--- src/rtl/hsm_pkg.sv ---
// Shared types and helpers for the half-precision sign-inject / min-max unit.
// Assumes IEEE binary16 layout: sign bit 15, exponent 14:10, fraction 9:0.
package hsm_pkg;

    localparam int HW      = 16;
    localparam int XW      = 64;
    localparam int EXP_W   = 5;
    localparam int FRAC_W  = 10;
    localparam int MAG_W   = HW - 1;
    localparam int OP_W    = 3;

    localparam logic [OP_W-1:0] OP_SGNJ  = 3'd0;
    localparam logic [OP_W-1:0] OP_SGNJN = 3'd1;
    localparam logic [OP_W-1:0] OP_SGNJX = 3'd2;
    localparam logic [OP_W-1:0] OP_MIN   = 3'd3;
    localparam logic [OP_W-1:0] OP_MAX   = 3'd4;
    localparam logic [OP_W-1:0] OP_MVX   = 3'd5;

    // Per-operand classification produced once and shared by compare and select
    typedef struct packed {
        logic             nan;
        logic             zero;
        logic             sign;
        logic [MAG_W-1:0] mag;
    } hsm_cls_t;

    // Strict less-than on two non-NaN operands under sign-magnitude ordering
    function automatic logic cls_lt(hsm_cls_t x, hsm_cls_t y);
        logic res;
        if (x.zero && y.zero)
            res = 1'b0;
        else if (x.sign != y.sign)
            res = x.sign;
        else if (!x.sign)
            res = (x.mag < y.mag);
        else
            res = (y.mag < x.mag);
        return res;
    endfunction

endpackage

--- src/rtl/hsm_classify.sv ---
// Classifies one binary16 operand: NaN, zero of either sign, sign and magnitude.
// Assumes a defined 16-bit pattern; purely combinational.
module hsm_classify
    import hsm_pkg::*;
(
    input  logic [HW-1:0] val_i,
    output hsm_cls_t      cls_o
);
    logic [EXP_W-1:0]  exp_f;
    logic [FRAC_W-1:0] frac_f;

    assign exp_f  = val_i[HW-2 -: EXP_W];
    assign frac_f = val_i[FRAC_W-1:0];

    // Build the classification fields
    always_comb begin
        cls_o.sign = val_i[HW-1];
        cls_o.mag  = val_i[MAG_W-1:0];
        cls_o.nan  = (&exp_f) && (|frac_f);
        cls_o.zero = (val_i[MAG_W-1:0] == '0);
    end
endmodule

--- src/rtl/hsm_order.sv ---
// Quiet ordered comparison of two classified operands.
// Produces A<B and B<=A; both are false when either operand is NaN.
module hsm_order
    import hsm_pkg::*;
(
    input  hsm_cls_t cls_a_i,
    input  hsm_cls_t cls_b_i,
    output logic     a_lt_b_o,
    output logic     b_le_a_o
);
    logic any_nan;
    logic same_val;

    assign any_nan  = cls_a_i.nan | cls_b_i.nan;
    assign same_val = (cls_a_i.zero && cls_b_i.zero) ||
                      ((cls_a_i.sign == cls_b_i.sign) && (cls_a_i.mag == cls_b_i.mag));

    // Derive the two relations min and max need
    always_comb begin
        a_lt_b_o = !any_nan && cls_lt(cls_a_i, cls_b_i);
        b_le_a_o = !any_nan && (same_val || cls_lt(cls_b_i, cls_a_i));
    end
endmodule

--- src/rtl/hsm_select.sv ---
// Forms the next floating and integer results from the operation code.
// Assumes the compare flags are already quiet and NaN-free.
module hsm_select
    import hsm_pkg::*;
(
    input  logic [OP_W-1:0] op_i,
    input  logic [HW-1:0]   opa_i,
    input  logic [HW-1:0]   opb_i,
    input  logic            b_nan_i,
    input  logic            a_lt_b_i,
    input  logic            b_le_a_i,
    output logic [HW-1:0]   fres_o,
    output logic [XW-1:0]   xres_o
);
    localparam int EXT_W = XW - HW;

    logic [MAG_W-1:0] a_body;
    assign a_body = opa_i[MAG_W-1:0];

    // Result multiplexer by operation code
    always_comb begin
        fres_o = '0;
        xres_o = '0;
        unique case (op_i)
            OP_SGNJ:  fres_o = {opb_i[HW-1], a_body};
            OP_SGNJN: fres_o = {~opb_i[HW-1], a_body};
            OP_SGNJX: fres_o = {opa_i[HW-1] ^ opb_i[HW-1], a_body};
            OP_MIN:   fres_o = (b_nan_i || a_lt_b_i) ? opa_i : opb_i;
            OP_MAX:   fres_o = (b_nan_i || b_le_a_i) ? opa_i : opb_i;
            OP_MVX:   xres_o = {{EXT_W{opa_i[HW-1]}}, opa_i};
            default: begin
                fres_o = '0;
                xres_o = '0;
            end
        endcase
    end
endmodule

--- src/rtl/hsm_unit.sv ---
// Top of the half-precision sign-inject / min-max unit: classify, compare,
// select, then one output register. Assumes defined inputs at each rising edge.
module hsm_unit
    import hsm_pkg::*;
(
    input  logic            clk,
    input  logic            rst_n,
    input  logic [OP_W-1:0] op_i,
    input  logic [HW-1:0]   opa_i,
    input  logic [HW-1:0]   opb_i,
    output logic [HW-1:0]   fres_o,
    output logic [XW-1:0]   xres_o
);
    hsm_cls_t        cls_a, cls_b;
    logic            a_lt_b, b_le_a;
    logic [HW-1:0]   fres_d;
    logic [XW-1:0]   xres_d;

    hsm_classify u_cls_a (.val_i(opa_i), .cls_o(cls_a));
    hsm_classify u_cls_b (.val_i(opb_i), .cls_o(cls_b));

    hsm_order u_order (
        .cls_a_i (cls_a),
        .cls_b_i (cls_b),
        .a_lt_b_o(a_lt_b),
        .b_le_a_o(b_le_a)
    );

    hsm_select u_sel (
        .op_i    (op_i),
        .opa_i   (opa_i),
        .opb_i   (opb_i),
        .b_nan_i (cls_b.nan),
        .a_lt_b_i(a_lt_b),
        .b_le_a_i(b_le_a),
        .fres_o  (fres_d),
        .xres_o  (xres_d)
    );

    // Output register with synchronous active-low clear
    always_ff @(posedge clk) begin
        if (!rst_n) begin
            fres_o <= '0;
            xres_o <= '0;
        end else begin
            fres_o <= fres_d;
            xres_o <= xres_d;
        end
    end

    // Assertions relate registered outputs to the previous cycle's inputs
    p_sgnj_r1: assert property (@(posedge clk) disable iff (!rst_n)
        ($past(rst_n) && $past(op_i) == OP_SGNJ) |->
        (fres_o == {$past(opb_i[HW-1]), $past(opa_i[MAG_W-1:0])}));

    p_sgnjn_r2: assert property (@(posedge clk) disable iff (!rst_n)
        ($past(rst_n) && $past(op_i) == OP_SGNJN) |->
        (fres_o[HW-1] != $past(opb_i[HW-1])));

    p_body_keep_r3: assert property (@(posedge clk) disable iff (!rst_n)
        ($past(rst_n) && $past(op_i) <= OP_SGNJX) |->
        (fres_o[MAG_W-1:0] == $past(opa_i[MAG_W-1:0])));

    p_min_pick_r4: assert property (@(posedge clk) disable iff (!rst_n)
        ($past(rst_n) && $past(op_i) == OP_MIN) |->
        (fres_o == $past(opa_i) || fres_o == $past(opb_i)));

    p_max_pick_r5: assert property (@(posedge clk) disable iff (!rst_n)
        ($past(rst_n) && $past(op_i) == OP_MAX) |->
        (fres_o == $past(opa_i) || fres_o == $past(opb_i)));

    p_bnan_pref_r6: assert property (@(posedge clk) disable iff (!rst_n)
        ($past(rst_n) && ($past(op_i) == OP_MIN || $past(op_i) == OP_MAX) &&
         (&$past(opb_i[14:10])) && (|$past(opb_i[9:0]))) |->
        (fres_o == $past(opa_i)));

    p_mvx_ext_r8: assert property (@(posedge clk) disable iff (!rst_n)
        ($past(rst_n) && $past(op_i) == OP_MVX) |->
        (xres_o[XW-1:HW] == {(XW-HW){xres_o[HW-1]}} && fres_o == '0));

    p_xres_quiet_r8: assert property (@(posedge clk) disable iff (!rst_n)
        ($past(rst_n) && $past(op_i) != OP_MVX) |-> (xres_o == '0));

    p_unused_zero_r10: assert property (@(posedge clk) disable iff (!rst_n)
        ($past(rst_n) && $past(op_i) > OP_MVX) |-> (fres_o == '0));
endmodule

--- config.mk ---
export PLATFORM = sky130hd
export DESIGN_NAME = hsm_unit
export DESIGN_NICKNAME = d
export VERILOG_FILES = /design/src/rtl/hsm_pkg.sv /design/src/rtl/hsm_classify.sv /design/src/rtl/hsm_order.sv /design/src/rtl/hsm_select.sv /design/src/rtl/hsm_unit.sv
export SDC_FILE = /design/constraint.sdc
export NUM_CORES = 1
export LEC_CHECK = 0
export ABC_AREA = 1
export BUFFER_PORTS_ARGS = -buffer_cell sky130_fd_sc_hd__buf_4
export CORE_ASPECT_RATIO = 0.7
export CORE_MARGIN = 2
export CORE_UTILIZATION = 38
export DETAILED_ROUTE_END_ITERATION = 16
export HOLD_SLACK_MARGIN = 0.1
export PLACE_DENSITY = 0.77
export SLEW_MARGIN = 20
export SYNTH_ARGS = -nofsm -noshare
export SYNTH_HDL_FRONTEND = slang
export SYNTH_SLANG_ARGS = --single-unit
--- constraint.sdc ---
create_clock -name clk -period 6.05 [get_ports clk]
set_input_delay 1.21 -clock clk [delete_from_list [all_inputs] [get_ports clk]]
set_output_delay 1.21 -clock clk [all_outputs]
set_load 0.01 [all_outputs]
# Word-level counts from Yosys, hierarchy flattened
# Cells that the tools add are included.
[word_totals]
register_bits = 32
out_inout_bits = 80
input_bits = 37
[classes]
eq_ne = 9
reduce_logical = 19
magnitude_cmp = 2
n_bitwise = 3
mux = 9
[ops]
columns = ["operator", "count"]
rows = [
  ["one-hot mux 16 bit (5 select lines)", 1],
  ["2-to-1 mux 16 bit", 2],
  ["logical NOT 15 bit", 2],
  ["< comparator 15 bit", 2],
  ["OR reduction 10 bit", 2],
  ["equality test 15 bit", 1],
  ["AND reduction 5 bit", 2],
  ["equality test 3 x 2 -> 1 bit (second input constant)", 2],
  ["equality test 3 bit (second input constant)", 2],
  ["logical AND 1 bit", 6],
  ["2-to-1 mux 1 bit", 6],
  ["logical OR 1 bit", 4],
  ["equality test 3 x 1 -> 1 bit (second input constant)", 1],
  ["logical NOT 3 bit", 1],
  ["inequality test 1 bit", 2],
  ["AND reduction 2 bit", 1],
  ["equality test 1 bit", 1],
  ["logical NOT 1 bit", 1],
  ["inverter 1 bit", 1],
  ["bitwise OR 1 bit", 1],
  ["XOR 1 bit", 1],
]

# Longest topological paths before layout
# Gate-level depths: netlist of run 1.
[logic_depth]
ltp_word = 9
depth_mapped = 19
ltp_nobuf = 18

# Hierarchy
# Synthesis of run 1 repeated with hierarchy kept, for this count alone.
[hier_totals]
hier_cells = 663
area_unflattened_um2 = 4481.8
[modules_own_cells]
columns = ["mod", "cells_per_inst", "seq_area_each_um2", "instances", "area_each_um2"]
rows = [
  ["hsm_unit", 249, 1601.5, 1, 2303.5],
  ["hsm_select", 254, 0.0, 1, 1236.2],
  ["hsm_order", 92, 0.0, 1, 519.2],
  ["hsm_classify", 34, 0.0, 2, 211.5],
]

# Worst setup path after synthesis of run 1
# OpenSTA, ideal clock, no wires.
[synth_timing]
kind = "input port to flip-flop"
startpoint = "input opb_i[10]"
endpoint = "register fres_o[11]"
arrival_time_ns = 2.816
setup_slack_ns = 3.162
cell_stages = 18
cell_sequence = "inv_1 ha_1 nand2_1 inv_1 nand2_1 nand2_1 a21oi_1 nand2_2 nand2_2 nand2_1 nand2_1 nand2_2 nand2_4 nand2_4 buf_6 nand2_1 nand3_2 a21oi_2"
[synth_between]
elab_chain_cells = 9
elab_cells_between_ends = 25
classes_between = "order compare: 2; eq/ne: 1; mux: 9; bitwise: 1; reduce/logical: 12"
[synth_lines]
columns = ["item", "line", "rtl"]
rows = [
  ["start, declared", "hsm_unit.sv:10", "input logic [HW-1:0] opb_i,"],
  ["< comparator 15 bit", "hsm_pkg.sv:35, hsm_pkg.sv:37", ""],
  ["2-to-1 mux 1 bit", "hsm_pkg.sv:34", "else if (!x.sign)"],
  ["2-to-1 mux 1 bit", "hsm_pkg.sv:32", "else if (x.sign != y.sign)"],
  ["2-to-1 mux 1 bit", "hsm_pkg.sv:30", "if (x.zero && y.zero)"],
  ["logical OR 1 bit", "hsm_order.sv:21", "b_le_a_o = !any_nan && (same_val || cls_lt(cls_b_i, cls_a_i));"],
  ["logical AND 1 bit", "hsm_order.sv:21", ""],
  ["logical OR 1 bit", "hsm_select.sv:29", "OP_MAX: fres_o = (b_nan_i || b_le_a_i) ? opa_i : opb_i;"],
  ["2-to-1 mux 16 bit", "hsm_select.sv:29", ""],
  ["one-hot mux 16 bit (5 select lines) *", "hsm_select.sv:24", "unique case (op_i)"],
  ["end signal, assigned", "hsm_unit.sv:46", "fres_o <= fres_d;"],
  ["end, declared", "hsm_unit.sv:11", "output logic [HW-1:0] fres_o,"],
]
# Mark *: on every way between the ends. The rest lies on a longest branch, timed or not.
# A chain may end at the register's enable or synchronous reset.

# Worst setup path in the final report of run 1
[layout_timing]
startpoint = "input opb_i[14]"
endpoint = "register fres_o[1]"
# The elaborated chain is that of the path after synthesis.

==> results of run 1 <==
flip-flops by register name, indices dropped and copies added (netlist names):
register and flops:
xres_o 16, fres_o 16
routing by layer:
layer	track usage	wire length, um	vias to the layer above
li1	-	-	1384
met1	0.265	3460	1245
met2	0.282	3420	130
met3	0.0368	729	9
met4	0.0468	70	0
met5	0	0	-
worst max-delay path: stages:
cell	delay [ps]
buf_4	90
inv_1	90
ha_1	310
nand2_1	80
nor2_2	180
nand3_2	110
nor2_4	110
nand2_1	70
nand2_2	90
nand2_2	60
nand2_2	80
nand3_4	240
nand2_2	380
nand2_1	90
nand2_1	90
a21oi_1	70
power by group through the flow:
stage | Sequential, mW | Combinational, mW | Clock [mW]
finish | 0.223 | 0.190 | 0.177
global route | 0.224 | 0.210 | 0.194
CTS | 0.223 | 0.188 | 0.177
detailed placement | 0.228 | 0.187 | 0
global placement | 0.228 | 0.182 | 0
floorplan | 0.233 | 0.124 | 0
cell usage after synthesis (all sizes together):
| cell type | n |
|---|---|
| a21oi | 22 |
| a221oi | 1 |
| and3 | 1 |
| buf | 56 |
| clkbuf | 4 |
| dfxtp | 32 |
| ha | 15 |
| inv | 46 |
| nand2 | 135 |
| nand3 | 59 |
| nand4 | 2 |
| nor2 | 40 |
| nor3 | 2 |
| o21ai | 1 |
how the worst min path moves through the flow:
stage	endpoint	slack, ps	cells after the start
finish	xres_o[9]	1200	3
global route	xres_o[0]	1210	3
CTS	xres_o[6]	1200	3
detailed placement	xres_o[6]	1500	3
global placement	xres_o[9]	1500	3
floorplan	xres_o[0]	1350	2
final cells by class:
type	count	area (um^2)	area share
Inverter	46	173	0.0505
Timing Repair Buffer	118	886	0.259
Multi-Input combinational cell	278	1510	0.441
Tap cell	94	118	0.0344
Clock inverter	1	7.51	0.00219
Sequential cell	32	641	0.187
Clock buffer	7	86.3	0.0252
logic make-up after synthesis:
logic type | share of synthesized area
simple gates | 0.419
buf+inv | 0.223
flops | 0.232
compound gates | 0.0584
fa+ha+maj | 0.0679
per-stage QoR:
step | cell area, um^2 | instances | power, mW
after floorplan | 2760 | 416 | 0.357
after global placement | 3320 | 568 | 0.410
after detailed placement | 3320 | 568 | 0.415
after CTS | 3420 | 576 | 0.588
after global routing | 3420 | 576 | 0.627
final | 3420 | 576 | 0.589
==> impl_metrics.ini, run 1 <==
[placement]
place.gp.congestion = 0.891
port_buffers = 116
dp_hpwl_um = 5720
pre_cts_ws_ps = 2580

[clock_tree]
clock-sinks = 32
ctsHoldBuffers = 0
htree_levels = 2
cts_resized = 0
clock_path_buffers = 2
cts_buffers = 5
cts_tree = done
clk_pin_slew_ps = 70
postCtsSetupRepairBufs = 0
cts_root_buf = clkbuf_8

[timing]
fmax_ghz = 0.311
tns_ps = 0
finalHoldViolCount = 0
slew_headroom = 0.451
finalSetupViolCount = 0
min_period_over_period = 0.532
period_needed_ps = 3220
worst_hold_slack_ps = 1200
rsz0062_at_grt = no
final_max_slew_viol_count = 0
worst_pin_slew_ps = 822
worst_slack_ps = 2830

[floorplanning]
ioPinCount = 117
dieArea_mm2 = 0.00798
coreArea_mm2 = 0.00688
start_util = 0.402
die_w_um = 106
num_rows = 25
die_h_um = 75.4

[finish]
fillers = 704
final_common_cell = nand2_1
drive_above_1_share = 0.367
n_antenna_cell = 0
finalNetCount = 533
area_growth_pct = 23.8
utilization = 0.497
most-common-layout-cells = nand2_1, buf_4, inv_1, nand3_1, nor2_1

[global_route]
grt_pass1_wl_um = 11700
antenna_found_initial = 0
grt_use_total = 0.183
gr-total-overflow = 0
first_global_vias = 2496
grt_max_degree = 50

[synth]
synth_top_area_share = 0.232
syn-num-nets = 468
synth_cell_types = 25
synthCells = 416
syn_area_mm2 = 0.00276
yosysWarningCount = 0
ys_seq_elements = 32
yosys.area.top_type = dfxtp_1
synthTopCellsByArea = dfxtp_1, nand2_1, buf_4
seq_area_frac_synth = 0.232
syn_area_per_cell_um2 = 6.64

[min_path]
worstHoldPathType = primary input to register
hold_path_startpoint = opa_i[9]

[power]
switching_power_uw = 204
powerDensity_mw_per_mm2 = 172
leakage_nw = 1.84
comb_power_share = 0.322
seqPwrFrac = 0.378
p_int_uw = 385
switching_share = 0.347
ir_worst_vdd_uv = 79.5
power_frac_clock = 0.300

[setup_path]
required_ps = 6190
setup.worst_path.start_class = primary input
crit_fanout = 18
worstPathArrival_ps = 3350
critPathKind = primary input to register
endpoint = fres_o[1]
worstSetupStartpoint = opb_i[14]
cp-end-kind = register

[routing]
drt_iter0_drc = 247
firstDrtPassIters = 5
ant_nets = 0
wl_per_cell_um = 13.3
viasPerCell = 4.81
vias = 2768
drc = 0
finalWirelength_um = 7690

[flow_run]
maxCapViolations = 0

[outcome]
status = complete, no violations
(Power assumes the default switching activity.)
==> inputs of run 2 (changes only) <==
- clock period: 6.05 -> 3.4 ns (I/O delays scaled with it)
==> run 2 against run 1 <==
Net effect:
- routed wire length rose by 4.2%
- utilization rose by 0.091 points
- die area did not move
- sequential share of layout area barely moved
- non-clock buffer count rose by 2
- via count rose by 0.51%
- worst hold slack got worse by 510 ps
- global-route usage rose by 0.97 points
- combinational power rose by 81%
- largest cell class unchanged
- critical endpoint is now fres_o[11]
- clock power rose by 64%
==> impl_metrics.ini, run 2 (synthesized netlist as in run 1, its figures left out) <==
[min_path]
hold_path_startpoint = opa_i[9]
holdPathStages = 3
worstHoldPathType = primary input to register
min_to = xres_o[9]

[placement]
pre_cts_ws_ps = 447
place.gp.congestion = 0.890
port_buffers = 116
dp_hpwl_um = 6000

[clock_tree]
cts_tree = done
clock_path_buffers = 2
cts_root_buf = clkbuf_8
cts_buffers = 5
postCtsSetupRepairBufs = 0
htree_levels = 2
cts_resized = 0
clk_pin_slew_ps = 70
ctsHoldBuffers = 0
clock-sinks = 32

[timing]
rsz0062_at_grt = no
period_needed_ps = 2720
final_max_slew_viol_count = 0
finalHoldViolCount = 0
worst_pin_slew_ps = 832
min_period_over_period = 0.801
worst_slack_ps = 676
fmax_ghz = 0.367
finalSetupViolCount = 0
tns_ps = 0
slew_headroom = 0.445

[finish]
largestRegisters = fres_o x16, xres_o x16
final_common_cell = nand2_1
drive_above_1_share = 0.370
regArea_um2 = 641
multi_input_area_mm2 = 0.00151
finalNetCount = 535
utilization = 0.498
area_growth_pct = 24.0
n_antenna_cell = 0
fillers = 685
most-common-layout-cells = nand2_1, buf_4, inv_1, nand3_1, nor2_1

[power]
powerDensity_mw_per_mm2 = 301
ir_worst_vdd_uv = 139
leakage_nw = 1.85

[global_route]
grt_max_degree = 50
gr-total-overflow = 0
grt_use_total = 0.193
antenna_found_initial = 0
first_global_vias = 2571
grt_pass1_wl_um = 12400

[floorplanning]
die_h_um = 75.4
die_w_um = 106
num_rows = 25
dieArea_mm2 = 0.00798
ioPinCount = 117
start_util = 0.402
coreArea_mm2 = 0.00688

[routing]
ant_nets = 0
drt_iter0_drc = 164
wl_per_cell_um = 13.9
finalWirelength_um = 8010
firstDrtPassIters = 5
viasPerCell = 4.81
vias = 2782
drc = 0

[setup_path]
crit_fanout = 18
required_ps = 3540
worstPathArrival_ps = 2870
cp-end-kind = register
critPathKind = primary input to register
setup.worst_path.start_class = primary input

[flow_run]
maxCapViolations = 0

[outcome]
status = complete, no violations
==> run 2: layout make-up <==
cell class,count,area share
Clock buffer,5,0.0201
Multi-Input combinational cell,278,0.440
Tap cell,94,0.0343
Sequential cell,32,0.187
Timing Repair Buffer,120,0.263
Clock inverter,3,0.00548
Inverter,46,0.0504
==> run 2: critical path, stage by stage <==
cell and delay (ps):
buf_4 110, inv_1 150, ha_1 280, nand2_1 150
inv_1 50, nand2_1 60, nand2_1 70, a21oi_1 200
nand2_2 110, nand2_1 110, nand3_4 260, nand2_2 380
nand2_1 100, nand2_1 100, a21oi_2 60
==> run 2: per-stage QoR <==
step	cell area (um^2)	instances	hold WS (ps)	total power [mW]
after floorplan	2760	416	824	0.635
after global placement	3340	570	964	0.733
after detailed placement	3340	570	971	0.743
after CTS	3430	578	679	1.03
after global routing	3430	578	690	1.09
final	3430	578	680	1.03
==> run 2: worst max path at each step <==
stage,slack (ps),end,cells after the start,start
3_3_place_gp,510,fres_o[13],15,opb_i[10]
4_1_cts,740,fres_o[11],15,opb_i[10]
5_1_grt,520,fres_o[0],15,opb_i[10]
3_5_place_dp,450,fres_o[11],15,opb_i[10]
6_report,680,fres_o[11],15,opb_i[10]
2_1_floorplan,1040,fres_o[11],18,opb_i[10]
==> run 2: where the power goes <==
part,internal [mW],total (mW),switching (mW)
logic,0.131,0.344,0.214
registers,0.391,0.396,0.00499
clock network,0.142,0.290,0.148
total,0.664,1.03,0.366
==> run 2: metal layers <==
| layer | global-route usage | up-vias | part of all wire |
|---|---|---|---|
| met5 | 0 | - | 0 |
| met4 | 0.0497 | 0 | 0.013 |
| met3 | 0.0385 | 12 | 0.077 |
| met2 | 0.310 | 129 | 0.44 |
| met1 | 0.270 | 1251 | 0.47 |
| li1 | - | 1390 | - |
